$ cat config.mk
export PLATFORM = sky130hd
export DESIGN_NAME = wq_load_tracker
export DESIGN_NICKNAME = d
export VERILOG_FILES = /design/src/rtl/wq_pkg.sv /design/src/rtl/wq_hist_fifo.sv /design/src/rtl/wq_load_ctr.sv /design/src/rtl/wq_load_tracker.sv
export SDC_FILE = /design/constraint.sdc
export NUM_CORES = 2
export LEC_CHECK = 0
export ABC_AREA = 1
export BUFFER_PORTS_ARGS = -buffer_cell sky130_fd_sc_hd__buf_2
export CAP_MARGIN = 40
export CORE_MARGIN = 4
export CORE_UTILIZATION = 27
export CTS_CLUSTER_SIZE = 16
export DETAILED_ROUTE_END_ITERATION = 6
export SETUP_SLACK_MARGIN = 0.15
export SYNTH_ARGS = -nofsm -noshare
export SYNTH_HDL_FRONTEND = slang
export SYNTH_SLANG_ARGS = --single-unit
$ cat constraint.sdc
create_clock -name clk -period 3.4 [get_ports clk]
set_input_delay 0 -clock clk [delete_from_list [all_inputs] [get_ports clk]]
set_output_delay 0 -clock clk [all_outputs]
set_load 0.005 [all_outputs]
$ cat src/rtl/wq_pkg.sv
package wq_pkg;
  typedef logic [1:0] wcode_t;

  function automatic logic [3:0] wt_value(wcode_t c);
    return (c == 2'b00) ? 4'd0 : (4'd1 << c);
  endfunction
endpackage

$ cat src/rtl/wq_hist_fifo.sv
module wq_hist_fifo #(
  parameter int DEPTH = 256
) (
  input  logic          clk,
  input  logic          rst_n,
  input  logic          push,
  input  wq_pkg::wcode_t push_code,
  input  logic          pop,
  output wq_pkg::wcode_t head_code,
  output logic          empty,
  output logic          full
);
  localparam int PTR_W = (DEPTH > 1) ? $clog2(DEPTH) : 1;
  localparam int CNT_W = $clog2(DEPTH + 1);

  wq_pkg::wcode_t    mem [DEPTH];
  logic [PTR_W-1:0] wr_ptr, rd_ptr;
  logic [CNT_W-1:0] cnt;

  function automatic logic [PTR_W-1:0] bump(logic [PTR_W-1:0] p);
    return (p == PTR_W'(DEPTH - 1)) ? '0 : p + PTR_W'(1);
  endfunction

  assign empty     = (cnt == '0);
  assign full      = (cnt == CNT_W'(DEPTH));
  assign head_code = mem[rd_ptr];

  always_ff @(posedge clk) begin
    if (push) mem[wr_ptr] <= push_code;
  end

  always_ff @(posedge clk or negedge rst_n) begin
    if (!rst_n) begin
      wr_ptr <= '0;
      rd_ptr <= '0;
      cnt    <= '0;
    end else begin
      if (push) wr_ptr <= bump(wr_ptr);
      if (pop)  rd_ptr <= bump(rd_ptr);
      case ({push, pop})
        2'b10:   cnt <= cnt + CNT_W'(1);
        2'b01:   cnt <= cnt - CNT_W'(1);
        default: cnt <= cnt;
      endcase
    end
  end

  // the guard upstream never pushes into a full list
  p_no_push_full_r8: assert property (@(posedge clk) disable iff (!rst_n)
    push |-> !full);
  // the guard upstream never pops an empty list
  p_no_pop_empty_r7: assert property (@(posedge clk) disable iff (!rst_n)
    pop |-> !empty);
endmodule

$ cat src/rtl/wq_load_ctr.sv
module wq_load_ctr #(
  parameter int LOAD_W = 12,
  parameter int CAP_W  = 9
) (
  input  logic              clk,
  input  logic              rst_n,
  input  logic              push_ok,
  input  wq_pkg::wcode_t    push_code,
  input  logic              pop_ok,
  input  wq_pkg::wcode_t    pop_code,
  input  logic [CAP_W-1:0]  cap,
  input  logic              wt_en,
  output logic [LOAD_W-1:0] load_q,
  output logic              eligible
);
  logic [LOAD_W-1:0] add_w, sub_w, cap_ext;

  function automatic logic [LOAD_W-1:0] next_load(logic [LOAD_W-1:0] cur,
                                                  logic [LOAD_W-1:0] add,
                                                  logic [LOAD_W-1:0] sub);
    return cur + add - sub;
  endfunction

  assign add_w   = push_ok ? LOAD_W'(wq_pkg::wt_value(push_code)) : '0;
  assign sub_w   = pop_ok  ? LOAD_W'(wq_pkg::wt_value(pop_code))  : '0;
  assign cap_ext = LOAD_W'(cap);
  assign eligible = !wt_en || (load_q < cap_ext);

  always_ff @(posedge clk or negedge rst_n) begin
    if (!rst_n) load_q <= '0;
    else        load_q <= next_load(load_q, add_w, sub_w);
  end

  // a returned weight is always covered by the load it was added to
  p_no_underflow_r3: assert property (@(posedge clk) disable iff (!rst_n)
    pop_ok |-> load_q >= LOAD_W'(wq_pkg::wt_value(pop_code)));
  // without an operation on this queue its load holds
  p_idle_hold_r10: assert property (@(posedge clk) disable iff (!rst_n)
    (!push_ok && !pop_ok) |=> $stable(load_q));
endmodule

$ cat src/rtl/wq_load_tracker.sv
module wq_load_tracker #(
  parameter int NUM_Q      = 4,
  parameter int HIST_DEPTH = 256,
  parameter int CAP_W      = 9,
  parameter int LOAD_W     = $clog2(HIST_DEPTH * 8 + 1),
  parameter int QW         = $clog2(NUM_Q)
) (
  input  logic                    clk,
  input  logic                    rst_n,
  input  logic                    sched_vld,
  input  logic [QW-1:0]           sched_q,
  input  logic [1:0]              sched_wcode,
  input  logic                    cmpl_vld,
  input  logic [QW-1:0]           cmpl_q,
  input  logic [NUM_Q*CAP_W-1:0]  cap_i,
  input  logic [NUM_Q-1:0]        wt_en_i,
  output logic [NUM_Q-1:0]        eligible_o,
  output logic [NUM_Q*LOAD_W-1:0] load_o,
  output logic                    err_o
);
  logic [NUM_Q-1:0] push_req, pop_req, push_ok, pop_ok;
  logic [NUM_Q-1:0] drop_push, drop_pop, fifo_full, fifo_empty;
  logic             err_q;

  for (genvar i = 0; i < NUM_Q; i++) begin : g_q
    wq_pkg::wcode_t head;

    assign push_req[i]  = sched_vld && (sched_q == QW'(i));
    assign pop_req[i]   = cmpl_vld  && (cmpl_q  == QW'(i));
    assign push_ok[i]   = push_req[i] && !fifo_full[i];
    assign pop_ok[i]    = pop_req[i]  && !fifo_empty[i];
    assign drop_push[i] = push_req[i] && fifo_full[i];
    assign drop_pop[i]  = pop_req[i]  && fifo_empty[i];

    wq_hist_fifo #(.DEPTH(HIST_DEPTH)) u_hist (
      .clk       (clk),
      .rst_n     (rst_n),
      .push      (push_ok[i]),
      .push_code (sched_wcode),
      .pop       (pop_ok[i]),
      .head_code (head),
      .empty     (fifo_empty[i]),
      .full      (fifo_full[i])
    );

    wq_load_ctr #(.LOAD_W(LOAD_W), .CAP_W(CAP_W)) u_ctr (
      .clk       (clk),
      .rst_n     (rst_n),
      .push_ok   (push_ok[i]),
      .push_code (sched_wcode),
      .pop_ok    (pop_ok[i]),
      .pop_code  (head),
      .cap       (cap_i[i*CAP_W +: CAP_W]),
      .wt_en     (wt_en_i[i]),
      .load_q    (load_o[i*LOAD_W +: LOAD_W]),
      .eligible  (eligible_o[i])
    );

    // an empty-list completion is flagged on the next clock
    p_drop_pop_flag_r7: assert property (@(posedge clk) disable iff (!rst_n)
      drop_pop[i] |=> err_o);
    // a full-list schedule is flagged on the next clock
    p_drop_push_flag_r8: assert property (@(posedge clk) disable iff (!rst_n)
      drop_push[i] |=> err_o);
  end

  always_ff @(posedge clk or negedge rst_n) begin
    if (!rst_n) err_q <= 1'b0;
    else if ((|drop_push) || (|drop_pop)) err_q <= 1'b1;
  end
  assign err_o = err_q;

  // the error bit never clears on its own
  p_err_sticky_r9: assert property (@(posedge clk) disable iff (!rst_n)
    err_o |=> err_o);
  // at most one queue is pushed and one popped per cycle
  p_single_target_r10: assert property (@(posedge clk) disable iff (!rst_n)
    $onehot0(push_ok) && $onehot0(pop_ok));
endmodule

==> Implementation_results.wiki <==
{| class="wikitable"
! Metric !! Value
|-
| Outcome || complete, but fails checks
|-
| Violated checks || design-rule violations, negative setup slack
|-
| Setup-violating endpoint count in the final report || 39
|-
| Upper clock frequency limit || 243 MHz
|-
| Post-route design area || roughly 120,000 um^2
|-
| Hpwl dp || 169,000 um
|-
| Crit Path Max Fanout || 8
|-
| Post-synthesis sequential element count || between 2,000 and 2,500
|-
| Total of buffers placed on input and output ports || 98
|-
| Overall Global Routing Usage || 14.5%
|-
| Post-route clock skew || about 0.047 ns
|-
| Element type at the critical path start || flip-flop
|-
| Arrival @ worst endpoint || 4.91 ns
|-
| R2R cell count || 27
|-
| Overall die height || around 610 um
|-
| Met2 Routed Length || 138,000 um
|-
| Number of detailed-route iterations in the first pass || 7
|-
| Deepest level of the CTS H-tree || 4
|-
| Launch point of the worst reg-to-reg path || g_q[3].u_hist.rd_ptr[0]
|-
| Sum of met3 wire segment lengths after detailed routing || 16,900 um
|-
| Leak Pwr || 45.2 nW
|-
| Die span in x || approximately 610 um
|-
| Sequential element share of the synthesized area || between 60% and 70%
|-
| Average wire length per cell after detail routing || 18.4 um
|-
| Area growth, synth to finish || 22.7%
|-
| PwrDens || 796 nW/um^2
|-
| Buffer type at the clock tree root || clkbuf_16
|-
| Pin count of the biggest net entering global routing || between 200 and 250
|-
| Final routed DRC violation total || 2
|-
| Total wire length || 284,000 um
|-
| Data required time at the worst endpoint || around 4.2 ns
|-
| Fin worst setup slack || -0.710 ns
|-
| Most used flip-flop cell after synthesis || edfxtp_1
|-
| Critical-path top delay cell || dfrtp_4
|-
| Core Box Area || 366,000 um^2
|-
| Minimum setup slack among reg-to-reg paths || -0.71 ns
|-
| Post-route clock period utilization || 121%
|-
| TritonCTS Buffers || 222
|-
| Residual antenna-violating net count after detailed routing || 0
|-
| Share of flip-flops with an asynchronous set or reset after synthesis || under 10%
|-
| Worst hold path type || in -> reg
|-
| Total via count after detailed routing || ~72,000
|-
| Capturing point of the worst reg2reg path || g_q[3].u_ctr.load_q[11]
|-
| Number of global-route vias before repair || 70,400
|-
| Crit Path Category || reg -> reg
|-
| Synthesized netlist cell count || roughly 9,900
|-
| Wire length of the first global-routing pass || 425,000 um
|-
| Die Outline Area || 377,000 um^2
|-
| Maximum count of clock buffers along a single path || 4
|-
| GRT overflow || 0
|-
| Io pins || 103
|-
| Placed standard-cell area || 109,000 um^2
|-
| Top Metal Used || met4
|-
| Count of nets after finishing || 10,600
|-
| Power, Total || 0.0969 W
|-
| Fill cell total of the finished layout || around 37,000
|-
| Synth Cell Area || about 99,000 um^2
|-
| Clock latency on the worst-skew pair || 0.87 ns
|-
| TritonCTS sink count || about 2,200
|-
| Total number of placement rows || 222
|-
| Worst relative slew slack || 23.1%
|-
| Final Wtd Congestion || roughly 0.85
|-
| Termination of the worst setup path || g_q[3].u_ctr.load_q[11]
|-
| Number of distinct library cell variants in the gate-level netlist after synthesis || 43
|-
| Clock period minus worst slack || 4.11 ns
|-
| Actual transition at the worst max-transition pin || 1.15 ns
|-
| RSZ-0062 raised after global routing || true
|-
| CP Launch Point || g_q[3].u_hist.rd_ptr[0]
|-
| Vias/cell || 4.68
|-
| Final hold violation count || 0
|-
| Pins over their slew limit || 0
|-
| Most prevalent standard cell on the critical path || nand3_2
|-
| Effective utilization at floorplan || 27.1%
|-
| 1st-iter DRT viols || 6,241
|-
| Share of layout cells above drive strength 1 || 15.3%
|-
| Synth warnings || 0
|-
| Worst ir drop on vdd || 0.471 mV
|-
| CTS tree || yes
|-
| MaxCap Viol Count || 0
|-
| Length of routed wiring on met1 || 118,000 um
|-
| Number of synthesized flops with an enable pin || 2,048
|-
| Slowest cell delay on critical path || 0.56 ns
|-
| Avg Synthesized Cell Area || 10.0 um^2
|-
| Number of antenna violations at the first check in global routing || 4
|-
| Endpoint class of the critical path || flip-flop
|-
| Clock slew at the register clock pins of the worst setup and hold paths || roughly 0.070 ns
|}
final cells by class:
type / instances / area [um^2] / share of cell area (%)
Antenna cell: 13 / 32.5 / 0.0267
Clock buffer: 263 / 5760 / 4.74
Clock inverter: 135 / 1350 / 1.11
Inverter: 706 / 2740 / 2.25
Multi-Input combinational cell: 6418 / 30300 / 24.9
Sequential cell: 2193 / 65200 / 53.6
Tap cell: 4816 / 6030 / 4.95
Timing Repair Buffer: 866 / 10200 / 8.38
Timing Repair inverter: 4 / 72.6 / 0.0597
through the flow:
step	hold slack (ns)	util (%)	TNS, ns	instances	setup WS [ns]
CTS	0.0442	32.9	-13.57	15400	-0.670
global placement	0.0896	29.9	-20.54	14800	-0.912
finish	0.0960	33.3	-16.57	15400	-0.710
global route	0.0694	33.3	-23.96	15400	-0.974
detailed placement	0.0583	29.9	-20.58	14800	-0.908
floorplan	-0.296	-	-0.207	9880	-0.115
cells in the mapped netlist, types with 2 or more instances:
cell type	instances	area share (%)
buf_4	59	0.45
buf_1	32	0.12
buf_2	255	1.3
nand4_1	33	0.21
inv_4	2	0.013
fa_1	20	0.40
and3_1	2	0.013
nor3_1	28	0.14
nand3_1	758	3.8
buf_6	15	0.17
edfxtp_1	2048	62
o21ai_0	692	3.5
o2111ai_1	5	0.044
clkbuf_1	202	0.76
nand3b_1	4	0.030
o22ai_1	31	0.20
inv_2	9	0.034
a31oi_1	11	0.069
o21a_1	5	0.038
a21oi_1	163	0.82
a21o_1	2	0.015
o211ai_1	80	0.61
nand2_1	2048	7.8
nor2_1	2284	8.6
dfrtp_1	145	3.7
xor2_1	55	0.49
inv_1	679	2.6
xnor2_1	16	0.14
or2_2	16	0.10
o21ai_1	26	0.13
a211oi_1	2	0.015
clkinv_1	16	0.061
ha_1	124	1.6
how the worst min path moves through the flow:
stage                     slack [ns]            from  depth (start not counted)                        end
after floorplan                -0.30           rst_n                          0                      err_o
after CTS                       0.04  sched_wcode[1]                          2  g_q[1].u_hist.mem[204][1]
after detailed placement        0.06           rst_n                          1    g_q[3].u_hist.rd_ptr[0]
after global routing            0.07  sched_wcode[1]                          2  g_q[1].u_hist.mem[205][1]
after global placement          0.09           rst_n                          1       g_q[3].u_hist.cnt[7]
final                            0.1  sched_wcode[1]                          2  g_q[1].u_hist.mem[204][1]
cell families (layout without fill, tap and decap cells):
| kind of cell | Yosys count | count (layout) | synth area share, % |
|---|---|---|---|
| AND/OR/NAND/NOR | 5178 | 5178 | 20.8 |
| AO/OA/AOI/OAI | 1021 | 1021 | 5.46 |
| XOR/XNOR | 71 | 71 | 0.627 |
| adder cells (fa/ha/maj) | 144 | 144 | 1.97 |
| flip-flops | 2193 | 2193 | 65.7 |
| buffers and inverters | 1269 | 1974 | 5.47 |
| other | 1 | 17 | 0.00378 |
state kept, by name (all words and copies together) (netlist names):
name and count:
g_q.u_hist.mem 2048, g_q.u_ctr.load_q 44, g_q.u_hist.cnt 36, g_q.u_hist.rd_ptr 32, g_q.u_hist.wr_ptr 32, err_o 1
critical path: cells and delay by family (launching register included):
| family | cells | cell delay (ns) |
|---|---|---|
| buffers and inverters | 5 | 0.64 |
| and+or+nand+nor | 16 | 1.29 |
| AOI/OAI and AO/OA | 3 | 0.42 |
| adders and majority gates | 2 | 0.94 |
| xor gates and xnor gates | 1 | 0.15 |
| DFF | 1 | 0.56 |
routing by layer:
layer,up-vias,global-route usage [%]
met5,-,0
li1,34200,-
met2,2258,24.7
met3,528,1.80
met1,35200,18.9
met4,0,5.29
what timing repair did:
action,CTS,global route
endpoints found under the setup margin,46,49
endpoints found under the hold margin,522,0
resized for setup,449,266
pin swaps,120,56
cloned,52,23
hold buffers,15,0
setup buffers,64,19
where the power goes:
group	switching, W	internal [W]	leakage [nW]	total [W]
Sequential	0.000960	0.0304	20.1	0.0314
Combinational	0.0240	0.0171	21.6	0.0411
Clock	0.0105	0.0140	3.47	0.0244
Total	0.0354	0.0615	45.2	0.0969
cells in the final DEF, fill, tap and decap left out, drive strengths merged, types with 4 or more instances in the layout:
cell | synthesis | layout
a21oi | 163 | 163
a31oi | 11 | 11
buf | 361 | 817
bufbuf | 0 | 13
bufinv | 0 | 25
clkbuf | 202 | 285
clkinv | 16 | 113
clkinvlp | 0 | 9
conb | 1 | 4
dfrtp | 145 | 145
diode | 0 | 13
dlygate4sd3 | 0 | 14
edfxtp | 2048 | 2048
fa | 20 | 20
ha | 124 | 124
inv | 690 | 698
nand2 | 2049 | 2049
nand3 | 759 | 759
nand3b | 4 | 4
nand4 | 33 | 33
nor2 | 2285 | 2285
nor3 | 28 | 28
o2111ai | 5 | 5
o211ai | 80 | 80
o21a | 5 | 5
o21ai | 718 | 718
o22ai | 31 | 31
or2 | 17 | 17
xnor2 | 16 | 16
xor2 | 55 | 55
Power figures use the tool's default switching activity.
